File: src/rtl/fsr_pkg.sv
`timescale 1ns/1ps
package fsr_pkg;
  localparam int unsigned WORD_W = 24;
  typedef enum logic {TGT_CTRL = 1'b0, TGT_CAL = 1'b1} tgt_e;
endpackage

File: src/rtl/fsr_sync.sv
`timescale 1ns/1ps
module fsr_sync #(
  parameter int unsigned W = 1,
  parameter int unsigned STAGES = 2,
  parameter logic [W-1:0] RST_VAL = '0
) (
  input  logic         clk,
  input  logic         rst,
  input  logic [W-1:0] d_i,
  output logic [W-1:0] q_o
);
  logic [W-1:0] stg [STAGES];

  generate
    for (genvar s = 0; s < STAGES; s++) begin : g_stage
      always_ff @(posedge clk) begin
        if (rst) stg[s] <= RST_VAL;
        else if (s == 0) stg[s] <= d_i;
        else stg[s] <= stg[(s == 0) ? 0 : s-1];
      end
    end
  endgenerate

  assign q_o = stg[STAGES-1];
endmodule

File: src/rtl/fsr_shifter.sv
`timescale 1ns/1ps
module fsr_shifter
  import fsr_pkg::*;
#(
  parameter int unsigned W = fsr_pkg::WORD_W
) (
  input  logic         clk,
  input  logic         rst,
  input  logic         sclk_s,
  input  logic         sdata_s,
  input  logic         frame_n_s,
  input  logic         sel_s,
  output logic [W-1:0] word_o,
  output logic         done_o,
  output tgt_e         tgt_o,
  output logic         err_o
);
  localparam int unsigned CNT_W = (W > 1) ? $clog2(W) : 1;
  localparam logic [CNT_W-1:0] LAST = CNT_W'(W - 1);

  logic             sclk_q;
  logic [CNT_W-1:0] cnt;
  logic [W-1:0]     shreg;
  logic [W-1:0]     shnext;
  logic             sel_lat;
  logic             take;
  logic             mismatch;

  assign take     = sclk_s && !sclk_q && !frame_n_s;
  assign mismatch = (cnt != '0) && (sel_s != sel_lat);

  always_comb begin
    shnext = {shreg[W-2:0], sdata_s};
  end

  always_ff @(posedge clk) begin
    if (rst) begin
      sclk_q  <= 1'b0;
      cnt     <= '0;
      shreg   <= '0;
      sel_lat <= 1'b0;
      word_o  <= '0;
      done_o  <= 1'b0;
      err_o   <= 1'b0;
      tgt_o   <= TGT_CTRL;
    end else begin
      sclk_q <= sclk_s;
      done_o <= 1'b0;
      err_o  <= 1'b0;
      if (take) begin
        if (mismatch) begin
          err_o <= 1'b1;
          cnt   <= '0;
          shreg <= '0;
        end else begin
          if (cnt == '0) sel_lat <= sel_s;
          if (cnt == LAST) begin
            word_o <= shnext;
            done_o <= 1'b1;
            tgt_o  <= tgt_e'(sel_s);
            cnt    <= '0;
            shreg  <= '0;
          end else begin
            shreg <= shnext;
            cnt   <= cnt + CNT_W'(1);
          end
        end
      end
    end
  end

  assert_cnt_range_R8: assert property (@(posedge clk) disable iff (rst)
    cnt <= LAST);
  assert_pause_hold_R5: assert property (@(posedge clk) disable iff (rst)
    frame_n_s |=> $stable(cnt) && $stable(shreg));
  assert_done_single_R7: assert property (@(posedge clk) disable iff (rst)
    done_o |=> !done_o);
  assert_err_no_commit_R6: assert property (@(posedge clk) disable iff (rst)
    !(err_o && done_o));
  assert_err_restart_R6: assert property (@(posedge clk) disable iff (rst)
    err_o |-> cnt == '0);
endmodule

File: src/rtl/fsr_regs.sv
`timescale 1ns/1ps
module fsr_regs
  import fsr_pkg::*;
#(
  parameter int unsigned W = fsr_pkg::WORD_W
) (
  input  logic         clk,
  input  logic         rst,
  input  logic [W-1:0] word_i,
  input  logic         we_i,
  input  tgt_e         tgt_i,
  output logic [W-1:0] ctrl_o,
  output logic [W-1:0] cal_o
);
  always_ff @(posedge clk) begin
    if (rst) begin
      ctrl_o <= '0;
      cal_o  <= '0;
    end else if (we_i) begin
      if (tgt_i == TGT_CTRL) ctrl_o <= word_i;
      else cal_o <= word_i;
    end
  end

  assert_reg_hold_R4: assert property (@(posedge clk) disable iff (rst)
    !we_i |=> $stable(ctrl_o) && $stable(cal_o));
  assert_ctrl_only_R2: assert property (@(posedge clk) disable iff (rst)
    (we_i && tgt_i == TGT_CTRL) |=> $stable(cal_o));
  assert_cal_only_R3: assert property (@(posedge clk) disable iff (rst)
    (we_i && tgt_i == TGT_CAL) |=> $stable(ctrl_o));
endmodule

File: src/rtl/fsr_write_port.sv
`timescale 1ns/1ps
module fsr_write_port
  import fsr_pkg::*;
#(
  parameter int unsigned W = fsr_pkg::WORD_W,
  parameter int unsigned SYNC_STAGES = 2
) (
  input  logic         clk,
  input  logic         rst,
  input  logic         sclk_i,
  input  logic         sdata_i,
  input  logic         frame_n_i,
  input  logic         sel_i,
  output logic [W-1:0] ctrl_reg_o,
  output logic [W-1:0] cal_reg_o,
  output logic         wr_done_o,
  output logic         wr_tgt_o,
  output logic         proto_err_o
);
  logic [3:0]   raw_in;
  logic [3:0]   syn;
  logic [W-1:0] word;
  logic         done;
  tgt_e         tgt;
  logic         err;

  assign raw_in = {sclk_i, sdata_i, frame_n_i, sel_i};

  fsr_sync #(.W(4), .STAGES(SYNC_STAGES), .RST_VAL(4'b0010)) u_sync (
    .clk (clk),
    .rst (rst),
    .d_i (raw_in),
    .q_o (syn)
  );

  fsr_shifter #(.W(W)) u_shift (
    .clk       (clk),
    .rst       (rst),
    .sclk_s    (syn[3]),
    .sdata_s   (syn[2]),
    .frame_n_s (syn[1]),
    .sel_s     (syn[0]),
    .word_o    (word),
    .done_o    (done),
    .tgt_o     (tgt),
    .err_o     (err)
  );

  fsr_regs #(.W(W)) u_regs (
    .clk    (clk),
    .rst    (rst),
    .word_i (word),
    .we_i   (done),
    .tgt_i  (tgt),
    .ctrl_o (ctrl_reg_o),
    .cal_o  (cal_reg_o)
  );

  assign wr_done_o   = done;
  assign wr_tgt_o    = tgt;
  assign proto_err_o = err;

  assert_reset_clear_R1: assert property (@(posedge clk)
    rst |=> (ctrl_reg_o == '0) && (cal_reg_o == '0) && !wr_done_o && !proto_err_o);
endmodule

File: config.mk
export PLATFORM = sky130hd
export DESIGN_NAME = fsr_write_port
export DESIGN_NICKNAME = d
export VERILOG_FILES = /design/src/rtl/fsr_pkg.sv /design/src/rtl/fsr_sync.sv /design/src/rtl/fsr_shifter.sv /design/src/rtl/fsr_regs.sv /design/src/rtl/fsr_write_port.sv
export SDC_FILE = /design/constraint.sdc
export NUM_CORES = 1
export LEC_CHECK = 0
export BUFFER_PORTS_ARGS = -buffer_cell sky130_fd_sc_hd__buf_2
export CORE_ASPECT_RATIO = 1.1
export CORE_MARGIN = 2
export CORE_UTILIZATION = 50
export CTS_BUF_LIST = sky130_fd_sc_hd__clkbuf_8
export DETAILED_ROUTE_END_ITERATION = 8
export PLACE_DENSITY = 0.69
export SETUP_SLACK_MARGIN = 0.05
export SLEW_MARGIN = 10
export SYNTH_ARGS = -nofsm -noshare
export SYNTH_HDL_FRONTEND = slang
export SYNTH_SLANG_ARGS = --single-unit
export TNS_END_PERCENT = 1
File: constraint.sdc
create_clock -name clk -period 1.9 [get_ports clk]
set_input_delay 0.38 -clock clk [delete_from_list [all_inputs] [get_ports clk]]
set_output_delay 0.38 -clock clk [all_outputs]
set_load 0.05 [all_outputs]
# Yosys cells after proc, flatten, opt, wreduce, memory -nomap -nowiden
# Memories as Yosys holds them, arrays and structs flattened.
# Index checks and enable logic that the tools add are counted.
# totals
ff_bits,105
ramBits,8
input_bits,6
word_cells,43
n_memories,1
# mem_list
memory,words,width,read_ports,rd_ports_with_merged_regs,write_ports,line,text
u_sync.stg,2,4,2,0,2,fsr_sync.sv:12,logic [W-1:0] stg [STAGES];
# op_classes
add_sub_neg,1
n_eq_ne,2
mux,11
n_bitwise,5
reduce_logical,13
# op_table
cell,count
$mux W23,2
$mux W5,2
$mux W4,2
$reduce_and A3 Y1,2
$add A5 B1 Y5 const B,1
$eq A5 B5 Y1 const B,1
$logic_not A5 Y1,1
$mux W1,5
$reduce_bool A5 Y1,1
$reduce_and A2 Y1,2
$logic_and A1 B1 Y1,3
$not A1 Y1,3
$reduce_or A3 Y1,1
$logic_not A1 Y1,2
$or A1 B1 Y1,2
$reduce_or A2 Y1,1
$ne A1 B1 Y1,1

# Longest topological paths before layout
# logic_depth
depth_word,5
mapped_depth,6
depth_no_buf,5

# Hierarchy
# From an unflattened synthesis, not the netlist that was laid out.
# hier_totals
cells_unflattened,414
area_unflattened_um2,4436.8
# by_module_without_submodules
module,instances,cells_per_inst,area_each_um2,seq_area_each_um2
fsr_shifter,1,212,2215.9,1141.1
fsr_regs,1,186,2010.7,960.9
fsr_sync,1,16,210.2,160.2

# Worst setup path before layout
# No wires, ideal clock.
# synth_timing
kind,flip-flop to flip-flop
from,register u_shift.tgt_o
to,register u_regs.ctrl_o[10]
setup_time_ps,70
arrival_time_ps,1508
setup_slack_ps,321
path_stages_with_launch,6
n_path_buf,2
cell_sequence,dfxtp_1 -> nand2b_1 -> clkbuf_1 -> clkbuf_1 -> nand2_1 -> a21oi_1
# synth_between
elab_chain_len,2
# synth_lines
element,line,text
"start, declared",fsr_shifter.sv:15,"output tgt_e tgt_o,"
"start signal, assigned",fsr_shifter.sv:60,tgt_o <= tgt_e'(sel_s);
$not A1 Y1 (no line),-,
$reduce_and A2 Y1 (no line),-,
"end signal, assigned",fsr_regs.sv:20,if (tgt_i == TGT_CTRL) ctrl_o <= word_i;
"end, declared",fsr_regs.sv:12,"output logic [W-1:0] ctrl_o,"
# No other way between the ends.
# A chain may end at the register's enable or synchronous reset.

# Final worst setup path
# layout_timing
from,register u_shift.cnt[0]
to,register u_shift.shreg[21]
# layout_between
elab_chain_len,3
word_cells_on_any_way,5
classes_between,eq/ne: 1; mux: 2; reduce/logical: 2
# layout_lines
element,line,text
"start, declared",fsr_shifter.sv:22,logic [CNT_W-1:0] cnt;
"start signal, assigned",fsr_shifter.sv:65,cnt <= cnt + CNT_W'(1);
$eq A5 B5 Y1 or $reduce_bool A5 Y1 (tied branches),"fsr_shifter.sv:57, fsr_shifter.sv:30",
$mux W23 or $logic_and A1 B1 Y1 (tied branches),"fsr_shifter.sv:57, fsr_shifter.sv:30",
$mux W23 (*),fsr_shifter.sv:51,if (mismatch) begin
"end signal, assigned",fsr_shifter.sv:64,shreg <= shnext;
"end, declared",fsr_shifter.sv:23,logic [W-1:0] shreg;
# Every way passes the cells marked *; elsewhere a longest branch is shown, timed or not.

==> results.yml <==
run_status:
  status: "finished, final reports clean"
timing:
  skew_ns: 0.00801
  slew-limit-headroom_pct: 63.6
  finalHoldViolCount: 0
  setup_viol: 0
  slew_violations: 0
  fin_setup_tns_ns: 0
  max_slew.worst_pin.slew_ns: 0.542
  rsz0062_at_grt: "false"
  finalCritPeriodShare_pct: 83.3
  fmax_mhz: 632
  timing.final.crit_period_ns: 1.58
setup_path:
  cp.required_ns: 2.23
  worstSetupPathType: "flop to flop"
  cp.buffers_inverters: 2
  endpoint_kind: "flop"
  cp_slowest_stage_delay_ns: 0.38
  cp_max_fo: 11
  crit_path_start: "u_shift.cnt[0]$_SDFFE_PP0P_"
  cp.arrival_ns: 1.92
  cpLargestDelayFamily: "simple AND/OR/NAND/NOR gates"
  regToRegStartpoint: "u_shift.cnt[0]$_SDFFE_PP0P_"
  slowest_stage: "nor4b_4"
  cp_num_cells: 6
  start_kind: "flop"
  crit_path_cell_trace: "inv_1 -> ha_1 -> nor4b_4 -> o211ai_2 -> buf_4 -> o22ai_1"
  reg2reg_depth: 6
cts:
  hold_buffers: 0
  clock_latency_ns: 0.41
  cts_buffers: 17
  ctsRootBufferMaster: "clkbuf_8"
  post_cts_buffers: 0
  clock-sinks: 113
  cts.clk_slew.worst_paths_ns: 0.07
  cts_tree: "done"
  cts_resized: 0
  cts_max_path_buffers: 2
  ctsHtreeMaxLevel: 4
layout:
  drive_gt1_share_pct: 21.4
  final_common_cell: "dfxtp_1"
  final_cell_mix: "dfxtp_1 (113), nand2_1 (101), buf_2 (56)"
  diodes: 0
  final_nets: 504
  area_growth_pct: 20.4
floorplan:
  dieHeight_um: 99.0
  die_w_um: 90.4
  design.die.area_mm2: 0.00894
  fp-row-count: 34
  start_util_pct: 51.6
  core_area_mm2: 0.00796
  io-pin-count: 57
synth:
  syn_avg_cell_area_um2: 9.34
  ys_ff_latch: 113
  synth_nets: 447
  netlist_instances: 439
  yosysSeqAreaShare_pct: 55.2
  synth_warnings: 0
  ys_types: 36
  syn_area_mm2: 0.00410
detailed_routing:
  vias_per_cell: 5.01
  wl_met1_mm: 3.92
  firstDrtPassIters: 4
  post_drt_wl_per_cell_um: 13.0
  ant_nets: 0
  drtIter0Drc: 162
  drcViolationCount: 0
  wl_met2_mm: 3.61
  maxUsedRoutingLayer: "met4"
  routed_wl_mm: 8.01
  met3WireLength_um: 420
  vias: 3094
placement:
  io_buffers: 56
  dp_hpwl_mm: 5.25
  place_congestion: 0.788
global_routing:
  grt_start_max_net_pins: 66
  grt_pass1_vias: 2930
  grt_overflow_total: 0
  globalRouteTotalUtil_pct: 19.6
  antenna_found_initial: 0
  grt_pass1_wl_mm: 13.8
worst_hold_path:
  whs_path_depth: 2
  hold_path.class: "input port to flop"
  worstHoldStart: "frame_n_i"
flow_run:
  drv_cap: 0
power_and_ir_drop:
  power_uw: 4760
  p_leak_uw: 0.00202
  ir_drop_uv: 509
  power_density_mw_per_mm2: 964
## area by class of cell
type,count,area (µm²)
Clock buffer,18,248
Clock inverter,14,165
Fill cell,701,3020
Inverter,3,11.3
Multi-Input combinational cell,291,1700
Sequential cell,113,2260
Tap cell,108,135
Timing Repair Buffer,70,423
## per-layer routing
| layer | vias to the layer above | track usage [%] |
|---|---|---|
| li1 | 1585 | - |
| met1 | 1427 | 25.7 |
| met2 | 78 | 30.0 |
| met3 | 4 | 6.73 |
| met4 | 0 | 7.81 |
| met5 | - | 0 |
## sequential cells by signal, summed over array words and instances, names as in the netlist
name	flops
u_regs.cal_o	24
u_regs.ctrl_o	24
u_shift.cnt	5
u_shift.done_o	1
u_shift.err_o	1
u_shift.sclk_q	1
u_shift.sel_lat	1
u_shift.shreg	23
u_shift.tgt_o	1
u_shift.word_o	24
u_sync.stg	8
## per-stage QoR
step           area [µm²]  setup slack [ns]  util [%]  instances  hold slack [ns]
3_3_place_gp         4530             0.422      56.9        585            0.397
6_report             4940             0.318      62.1        617            0.159
4_1_cts              4940             0.312      62.1        617            0.132
3_5_place_dp         4530             0.336      56.9        585            0.397
5_1_grt              4940             0.164      62.1        617            0.128
2_1_floorplan        4100             0.321         -        439            0.389
## power by group
| group | internal (µW) | switching [µW] | total, µW | leakage, µW |
|---|---|---|---|---|
| sequential | 2380 | 6.84 | 2390 | 0.000912 |
| clock | 1330 | 961 | 2290 | 0.000202 |
| combinational | 42.8 | 48.9 | 91.7 | 0.000902 |
| total | 3750 | 1020 | 4760 | 0.00202 |
## cell usage after synthesis
cell type | number | share of area [%]
nor2_1 | 1 | 0.091
dfxtp_1 | 113 | 55
o211ai_1 | 3 | 0.55
and2_1 | 1 | 0.15
xnor2_1 | 1 | 0.21
nand4b_1 | 2 | 0.43
a21boi_0 | 1 | 0.18
ha_1 | 2 | 0.61
o21ba_2 | 1 | 0.24
o211ai_2 | 1 | 0.31
and4b_1 | 2 | 0.49
nand3_1 | 2 | 0.24
clkbuf_1 | 24 | 2.2
or2_2 | 2 | 0.31
nor2b_1 | 8 | 1.2
o211a_1 | 1 | 0.24
o2111ai_1 | 1 | 0.21
o31ai_1 | 1 | 0.18
o22ai_1 | 23 | 3.5
and3_1 | 1 | 0.15
inv_1 | 3 | 0.27
nand2b_1 | 51 | 7.8
buf_6 | 2 | 0.55
or3_1 | 2 | 0.31
buf_1 | 3 | 0.27
nand2_1 | 101 | 9.2
buf_2 | 3 | 0.37
mux2i_1 | 25 | 6.1
nor3b_2 | 1 | 0.31
a31oi_1 | 2 | 0.31
o211ai_4 | 1 | 0.52
nor4_1 | 1 | 0.15
a21oi_1 | 49 | 6.0
nand3b_1 | 2 | 0.37
or3b_2 | 1 | 0.21
nor4b_4 | 1 | 0.58
## cells by family after synthesis
family | Yosys count | share of synthesized area [%]
flip-flops | 113 | 55.2
AND/OR/NAND/NOR | 179 | 22.0
AO/OA/AOI/OAI | 84 | 12.2
adder cells (fa/ha/maj) | 2 | 0.610
multiplexers | 25 | 6.10
buffers and inverters | 35 | 3.66
XOR/XNOR | 1 | 0.214
## path summary, 6_finish.rpt
check	end	slack (ns)
max reg2reg	u_shift.shreg[21]$_SDFFE_PP0P_	0.32
min	u_sync.stg[0][1]$_SDFF_PP1_	0.16
max	u_shift.shreg[21]$_SDFFE_PP0P_	0.32
min reg2reg	u_sync.stg[1][1]$_SDFF_PP1_	0.41
No activity file was read; power rests on OpenSTA's default activity.
